File: config.mk
export PLATFORM = sky130hd
export DESIGN_NAME = field_frame_writer
export DESIGN_NICKNAME = d
export VERILOG_FILES = /design/src/rtl/ffw_pkg.sv /design/src/rtl/ffw_pos_tracker.sv /design/src/rtl/ffw_fifo.sv /design/src/rtl/ffw_sat_counter.sv /design/src/rtl/field_frame_writer.sv
export SDC_FILE = /design/constraint.sdc
export NUM_CORES = 1
export LEC_CHECK = 0
export BUFFER_PORTS_ARGS = -buffer_cell sky130_fd_sc_hd__buf_2
export CORE_MARGIN = 2
export CORE_UTILIZATION = 50
export DETAILED_ROUTE_END_ITERATION = 16
export GPL_ROUTABILITY_DRIVEN = 0
export PLACE_DENSITY_LB_ADDON = 0.3
export SYNTH_ARGS = -nofsm -noshare
export SYNTH_HDL_FRONTEND = slang
export SYNTH_HIERARCHICAL = 1
export SYNTH_SLANG_ARGS = --single-unit
File: constraint.sdc
create_clock -name clk -period 9.3 [get_ports clk]
set_input_delay 0.465 -clock clk [delete_from_list [all_inputs] [get_ports clk]]
set_output_delay 0.465 -clock clk [all_outputs]
set_load 0.01 [all_outputs]
File: src/rtl/ffw_pkg.sv
// Package: shared types for the field-to-frame writer.
// Assumes: nothing beyond being compiled before the modules that import it.
package ffw_pkg;

    // How an incoming pixel moves the position tracker.
    typedef enum logic [1:0] {
        POS_PIXEL = 2'd0,   // next column on the same line
        POS_LINE  = 2'd1,   // column 0 of the next line
        POS_FIELD = 2'd2    // line 0, column 0 of a new field
    } pos_kind_e;

endpackage

File: src/rtl/ffw_pos_tracker.sv
// Module: ffw_pos_tracker
// Works out the field, line and column of each incoming pixel from the
// strobes and the previous pixel's position. It flags whether the pixel lies
// inside the frame geometry and forms its interleaved frame-buffer address.
// Assumes: LINES >= 2 and COLS >= 2. Out-of-range counts saturate one past
// the last legal value. Reset leaves the tracker out of range until the first
// field start.
module ffw_pos_tracker #(
    parameter int COLS   = 720,
    parameter int LINES  = 240,
    parameter int ADDR_W = $clog2(COLS * LINES * 2)
) (
    input  logic              clk,
    input  logic              rst_n,
    input  logic              pix_valid,
    input  logic              field_start,
    input  logic              line_start,
    input  logic              field_odd,
    output logic              in_range,
    output logic [ADDR_W-1:0] pix_addr
);
    import ffw_pkg::*;

    localparam int CW = $clog2(COLS + 1);
    localparam int LW = $clog2(LINES + 1);
    localparam int RW = $clog2(2 * LINES);

    logic [CW-1:0] col_q,  col_d;
    logic [LW-1:0] line_q, line_d;
    logic          field_q, field_d;
    logic [RW-1:0] row;
    pos_kind_e     kind;

    // Classify the pixel; the field strobe outranks the line strobe.
    always_comb begin
        if (field_start)     kind = POS_FIELD;
        else if (line_start) kind = POS_LINE;
        else                 kind = POS_PIXEL;
    end

    // Position of the incoming pixel, with saturating counters.
    always_comb begin
        col_d   = col_q;
        line_d  = line_q;
        field_d = field_q;
        case (kind)
            POS_FIELD: begin
                col_d   = '0;
                line_d  = '0;
                field_d = field_odd;
            end
            POS_LINE: begin
                col_d  = '0;
                line_d = (line_q == LW'(LINES)) ? line_q : line_q + 1'b1;
            end
            default: begin
                col_d = (col_q == CW'(COLS)) ? col_q : col_q + 1'b1;
            end
        endcase
    end

    // Geometry test and interleaved address for the incoming pixel.
    always_comb begin
        in_range = (line_d < LW'(LINES)) && (col_d < CW'(COLS));
        row      = RW'({line_d, field_d});
        pix_addr = ADDR_W'(row) * ADDR_W'(COLS) + ADDR_W'(col_d);
    end

    // Remember the position of the last presented pixel.
    always_ff @(posedge clk) begin
        if (!rst_n) begin
            col_q   <= '0;
            line_q  <= LW'(LINES);
            field_q <= 1'b0;
        end else if (pix_valid) begin
            col_q   <= col_d;
            line_q  <= line_d;
            field_q <= field_d;
        end
    end

endmodule

File: src/rtl/ffw_fifo.sv
// Module: ffw_fifo
// Register-based first-in first-out queue that holds pending memory writes.
// Assumes: the caller never pushes while full or pops while empty. The head
// entry is presented combinationally from storage.
module ffw_fifo #(
    parameter int W     = 35,
    parameter int DEPTH = 8
) (
    input  logic         clk,
    input  logic         rst_n,
    input  logic         push,
    input  logic [W-1:0] push_data,
    input  logic         pop,
    output logic [W-1:0] head,
    output logic         not_empty,
    output logic         full
);
    localparam int PW = (DEPTH > 1) ? $clog2(DEPTH) : 1;
    localparam int NW = $clog2(DEPTH + 1);

    logic [W-1:0]  store [DEPTH];
    logic [PW-1:0] wr_ptr, rd_ptr;
    logic [NW-1:0] count;

    // Advance a pointer with wrap at DEPTH.
    function automatic logic [PW-1:0] bump(input logic [PW-1:0] p);
        return (p == PW'(DEPTH - 1)) ? '0 : p + 1'b1;
    endfunction

    // Occupancy flags.
    always_comb begin
        not_empty = (count != '0);
        full      = (count == NW'(DEPTH));
        head      = store[rd_ptr];
    end

    // Pointer and occupancy bookkeeping.
    always_ff @(posedge clk) begin
        if (!rst_n) begin
            wr_ptr <= '0;
            rd_ptr <= '0;
            count  <= '0;
        end else begin
            if (push) wr_ptr <= bump(wr_ptr);
            if (pop)  rd_ptr <= bump(rd_ptr);
            if (push && !pop)      count <= count + 1'b1;
            else if (pop && !push) count <= count - 1'b1;
        end
    end

    // Entry storage; contents need no reset.
    always_ff @(posedge clk) begin
        if (push) store[wr_ptr] <= push_data;
    end

endmodule

File: src/rtl/ffw_sat_counter.sv
// Module: ffw_sat_counter
// Event counter that stops at its all-ones value.
// Assumes: one event per cycle at most.
module ffw_sat_counter #(
    parameter int W = 16
) (
    input  logic         clk,
    input  logic         rst_n,
    input  logic         inc,
    output logic [W-1:0] count
);
    // Count events, holding at the maximum.
    always_ff @(posedge clk) begin
        if (!rst_n)                 count <= '0;
        else if (inc && ~&count)    count <= count + 1'b1;
    end

endmodule

File: src/rtl/field_frame_writer.sv
// Module: field_frame_writer
// Rebuilds progressive frames from an interlaced pixel stream. Each in-range
// pixel is queued as one memory word write. Out-of-geometry pixels raise a
// sticky flag, and pixels that meet a full queue are counted and discarded.
// Assumes: at most one pixel per cycle. The source cannot be stalled.
// Memory follows valid/ready rules and may stall indefinitely.
module field_frame_writer #(
    parameter int PIX_W  = 16,
    parameter int COLS   = 720,
    parameter int LINES  = 240,
    parameter int DEPTH  = 8,
    parameter int CNT_W  = 16,
    parameter int ADDR_W = $clog2(COLS * LINES * 2)
) (
    input  logic              clk,
    input  logic              rst_n,
    input  logic              in_valid,
    input  logic [PIX_W-1:0]  in_data,
    input  logic              in_line_start,
    input  logic              in_field_start,
    input  logic              in_field_odd,
    output logic              mem_valid,
    output logic [ADDR_W-1:0] mem_addr,
    output logic [PIX_W-1:0]  mem_data,
    input  logic              mem_ready,
    output logic              overflow,
    output logic [CNT_W-1:0]  drop_count
);
    localparam int EW = ADDR_W + PIX_W;

    logic              in_range;
    logic [ADDR_W-1:0] pix_addr;
    logic              q_full, q_not_empty, q_push, q_pop, drop_evt;
    logic [EW-1:0]     q_head;

    ffw_pos_tracker #(
        .COLS   (COLS),
        .LINES  (LINES),
        .ADDR_W (ADDR_W)
    ) u_pos (
        .clk         (clk),
        .rst_n       (rst_n),
        .pix_valid   (in_valid),
        .field_start (in_field_start),
        .line_start  (in_line_start),
        .field_odd   (in_field_odd),
        .in_range    (in_range),
        .pix_addr    (pix_addr)
    );

    // Route each presented pixel: queue it, drop it, or reject it.
    always_comb begin
        q_push   = in_valid && in_range && !q_full;
        drop_evt = in_valid && in_range &&  q_full;
        q_pop    = q_not_empty && mem_ready;
    end

    ffw_fifo #(
        .W     (EW),
        .DEPTH (DEPTH)
    ) u_fifo (
        .clk       (clk),
        .rst_n     (rst_n),
        .push      (q_push),
        .push_data ({pix_addr, in_data}),
        .pop       (q_pop),
        .head      (q_head),
        .not_empty (q_not_empty),
        .full      (q_full)
    );

    ffw_sat_counter #(
        .W (CNT_W)
    ) u_drops (
        .clk   (clk),
        .rst_n (rst_n),
        .inc   (drop_evt),
        .count (drop_count)
    );

    // Present the queue head on the memory write port.
    always_comb begin
        mem_valid = q_not_empty;
        mem_addr  = q_head[EW-1:PIX_W];
        mem_data  = q_head[PIX_W-1:0];
    end

    // Sticky flag for pixels outside the frame geometry.
    always_ff @(posedge clk) begin
        if (!rst_n)                     overflow <= 1'b0;
        else if (in_valid && !in_range) overflow <= 1'b1;
    end

endmodule

==> results.md <==
* Result of the run: finished clean
* DRC viols at 0
* Starting utilization of the core area at 50.81%
* Total number of nets in the final design at 1083
* Worst Path Arrival at 5740 ps
* Core footprint at 29640 sq um
* Ratio of cells with drive above 1 in the final layout at 19.69%
* Vias at 7961
* Maximum buffer depth of the clock tree at 3
* Final period utilization at between 50% and 60%
* Synth Net Count at 997
* Worst hold-check path type: in2reg
* Insertion delay to the later sink of the worst-skew pair at 520 ps
* Area contributors post-synth: sky130_fd_sc_hd__edfxtp_1, sky130_fd_sc_hd__mux4_1, sky130_fd_sc_hd__dfxtp_1
* Total CTS buffers at 35
* Count of mapped cells out of synthesis at 915
* Clock-pin slew on the worst setup and hold paths at 60 ps
* Cell chosen for the clock root: sky130_fd_sc_hd__clkbuf_16
* Max-cap violations at 0
* Startpoint of the lowest-slack register-to-register path: u_pos/line_q[0]
* Dominant delay contributor by cell family on the critical path: adder cells
* Area share of the leading cell type in the synthesized netlist at 55.83%
* Largest stage delay, worst path at 490 ps
* Endpoint required time on the critical path at 9530 ps
* Number of I/O pins at 76
* Depth of the worst register-to-register path at 21
* Die Area at 31520 sq um
* Antenna fix cells at 0
* Register bit total from synthesis at 329
* Worst setup path startpoint: u_pos/line_q[0]
* Number of antenna violations at the first check in global routing at 1
* Cell taking the most area after synthesis: sky130_fd_sc_hd__edfxtp_1
* Origin of the worst min-delay path: in_data[7]
* Destination of the worst register-to-register timing path: u_fifo/store[2][34]
* Chip height at about 180 um
* Routed wirelength normalized by instance count at 19.24 um
* H-tree depth reported by CTS at 2
* Worst Tran Pin Value at 1121 ps
* Number of port buffers at 75
* LEAKAGE at 6.031 nW
* Total grt overflow at 0
* Largest net degree at the start of global routing at 71
* Relative max-transition margin at between 20 and 25%
* Synth Flop Type: sky130_fd_sc_hd__edfxtp_1
* Number of gates resized after cts at 0
* Post-synth EDFFs at 280
* RSZ-0062 raised after global routing: false
* Most frequent CP cell: sky130_fd_sc_hd__ha_1
* Synthesis-to-finish area growth at 12.73%
* Detail-routed via count per cell at 5.622
* Post-synthesis instance area at 15060 sq um
* Final number of max-transition violations at 0
* Final setup vio count at 0
* First drt pass iteration count at 5
* CP max-delay cell: sky130_fd_sc_hd__fa_1
* Final hold viol count at 0
* Worst slack, placed at 3834 ps
* Final clock skew at around 24 ps
* Number of buffers added for setup after CTS at 0
* Hold worst-path end: u_fifo/store[0][7]
* Count of different cell masters after synthesis at 69
* Hold depth at 1
* Post-route insts no fill at 1416
* Tot GR Track Use at 17.71%
* CP cell instances: inv_1 -> ha_1 -> nand4_1 -> o41ai_1 -> or2_0 -> o21ai_0 -> nand2_1 -> o31ai_1 -> ha_1 -> ha_1 -> inv_1 -> fa_1 -> inv_1 -> ha_1 -> fa_1 -> a211oi_2 -> nor3b_1 -> nor4b_4 -> nand4_2 -> nor4_1 -> xnor2_1
* Ys async rst share at 0%
* Row cnt at 63
* Post-synthesis average cell area at 16.46 sq um
* Antenna viol nets, final at 0
* Sum of net half-perimeters after detailed placement at 17020 um
* Wire length of the first global-routing pass at 43330 um
* Final critical delay including setup and external delays at 5515 ps
* R2R setup slack at 3780 ps
* Biggest fanout along the worst timing path at 8
* Sort of element at the end of the critical path: register
* Clock tree from TritonCTS: yes
* Sequential element share of the synthesized area at 62.35%
* Max IR drop VDD at between 0.15 and 0.2 mV
* Bufs and invs on worst path at 3
* Hold buffers post-CTS at 0
* Die X at approximately 180 um
* Crit path setup slack, layout at 3785 ps
* Routed wire length at 27250 um
* Number of DRC violations after detailed-routing iteration 0 at 513
* Type of the worst setup path: reg2reg
* Power density normalized to cell area at 230.4 nW/um^2
* Upper clock frequency limit at approximately 0.18 GHz
* Post-Route Setup TNS at 0 ps
* Startpoint Class: register
* Clock Sinks at 329
* Count of yosys warnings during synthesis at 6
* Fill cell instance count of the final layout at 2333
* Number of global-route vias before repair at around 8000
* Number of cells in the design after placement at 1354
through the flow:
| stage | hold slack (ps) | utilization, % | power (mW) | area (sq um) |
|---|---|---|---|---|
| global placement | 474.0 | 53.46 | 2.582 | 15840 |
| detailed placement | 485.2 | 53.46 | 2.603 | 15840 |
| finish | 208.3 | 57.28 | 3.911 | 16980 |
| global route | 214.3 | 57.28 | 4.087 | 16980 |
| CTS | 191.1 | 57.28 | 3.957 | 16980 |
| floorplan | 448.6 | - | 2.386 | 15060 |
sequential cells by signal, summed over array words and instances (netlist names), named ones only:
name / flops
overflow: 1
u_drops/count: 16
u_fifo/count: 4
u_fifo/rd_ptr: 3
u_fifo/store: 280
u_fifo/wr_ptr: 3
u_pos/col_q: 10
u_pos/field_q: 1
u_pos/line_q: 8
synth_stat cells (all sizes together) (5+ instances only):
master / count
edfxtp: 280
mux4: 70
dfxtp: 49
ha: 47
inv: 45
nand2: 38
mux2: 36
nor2: 36
mux2i: 22
nor2b: 22
a21oi: 21
clkbuf: 20
o21ai: 19
buf: 17
nand4: 17
xnor2: 17
nand3: 14
xor2: 13
fa: 12
nor3: 10
nand2b: 9
o31ai: 9
or3: 9
a211oi: 7
a21o: 7
and2: 7
or4: 7
and3: 5
nor4: 5
or2: 5
layer usage:
layer	GRT usage, %	vias to the layer above	routed length, um
li1	-	3806	-
met1	24.04	3956	12420
met2	30.17	164	13300
met3	2.763	33	1087
met4	4.201	2	427
met5	0	-	9
cell type report:
cell class | instances | area [sq um] | area share, %
sequential | 329 | 9395 | 55.34
multi-input combinational | 504 | 5334 | 31.42
tap | 390 | 488.0 | 2.874
clock inverter | 17 | 209.0 | 1.231
clock buffer | 45 | 923.4 | 5.439
timing repair buffer | 86 | 457.9 | 2.698
inverter | 45 | 168.9 | 0.9950
worst register-to-register path, cell delays in order (launching register included):
cell	delay, ps
sky130_fd_sc_hd__dfxtp_1	340
sky130_fd_sc_hd__inv_1	90
sky130_fd_sc_hd__ha_1	150
sky130_fd_sc_hd__nand4_1	90
sky130_fd_sc_hd__o41ai_1	390
sky130_fd_sc_hd__or2_0	310
sky130_fd_sc_hd__o21ai_0	120
sky130_fd_sc_hd__nand2_1	90
sky130_fd_sc_hd__o31ai_1	100
sky130_fd_sc_hd__ha_1	340
sky130_fd_sc_hd__ha_1	290
sky130_fd_sc_hd__inv_1	50
sky130_fd_sc_hd__fa_1	490
sky130_fd_sc_hd__inv_1	40
sky130_fd_sc_hd__ha_1	220
sky130_fd_sc_hd__fa_1	420
sky130_fd_sc_hd__a211oi_2	390
sky130_fd_sc_hd__nor3b_1	160
sky130_fd_sc_hd__nor4b_4	270
sky130_fd_sc_hd__nand4_2	180
sky130_fd_sc_hd__nor4_1	370
sky130_fd_sc_hd__xnor2_1	330
kinds of logic (layout without fill, tap and decap cells):
| logic type | Yosys count | after routing | share of synthesized area, % |
|---|---|---|---|
| muxes | 128 | 128 | 16.37 |
| DFF | 329 | 329 | 62.35 |
| xor gates and xnor gates | 30 | 30 | 1.795 |
| AOI/OAI and AO/OA | 89 | 89 | 4.063 |
| adders and majority gates | 59 | 59 | 5.500 |
| and+or+nand+nor | 198 | 198 | 7.328 |
| buffers and inverters | 82 | 193 | 2.600 |
report_power, final:
group	internal, mW	switching (mW)	total, mW
Clock	0.795	0.555	1.35
Sequential	1.72	0.0559	1.78
Combinational	0.383	0.397	0.780
cell usage in the layout, fill, tap and decap left out, types with 9 or more instances in the layout:
| cell | n |
|---|---|
| sky130_fd_sc_hd__mux4_1 | 70 |
| sky130_fd_sc_hd__nand2b_1 | 9 |
| sky130_fd_sc_hd__fa_1 | 12 |
| sky130_fd_sc_hd__xnor2_1 | 17 |
| sky130_fd_sc_hd__ha_1 | 47 |
| sky130_fd_sc_hd__a21oi_1 | 21 |
| sky130_fd_sc_hd__dfxtp_1 | 46 |
| sky130_fd_sc_hd__mux2_2 | 36 |
| sky130_fd_sc_hd__nand2_1 | 38 |
| sky130_fd_sc_hd__buf_4 | 11 |
| sky130_fd_sc_hd__o21ai_0 | 18 |
| sky130_fd_sc_hd__inv_1 | 45 |
| sky130_fd_sc_hd__clkbuf_1 | 9 |
| sky130_fd_sc_hd__nor2_1 | 29 |
| sky130_fd_sc_hd__xor2_1 | 12 |
| sky130_fd_sc_hd__clkbuf_16 | 35 |
| sky130_fd_sc_hd__mux2i_1 | 22 |
| sky130_fd_sc_hd__edfxtp_1 | 280 |
| sky130_fd_sc_hd__nand3_1 | 14 |
| sky130_fd_sc_hd__buf_2 | 75 |
| sky130_fd_sc_hd__nand4_1 | 15 |
| sky130_fd_sc_hd__nor2b_1 | 22 |
worst max path at each step:
stage / endpoint / slack (ps) / cells after the start
floorplan: u_fifo/store[0][34] / 4320 / 21
global placement: u_fifo/store[0][34] / 3950 / 21
detailed placement: u_fifo/store[0][34] / 3830 / 21
CTS: u_fifo/store[3][34] / 3760 / 21
global route: u_fifo/store[2][34] / 3390 / 21
finish: u_fifo/store[2][34] / 3780 / 21
Note: power is estimated with default switching activity, not from simulation.
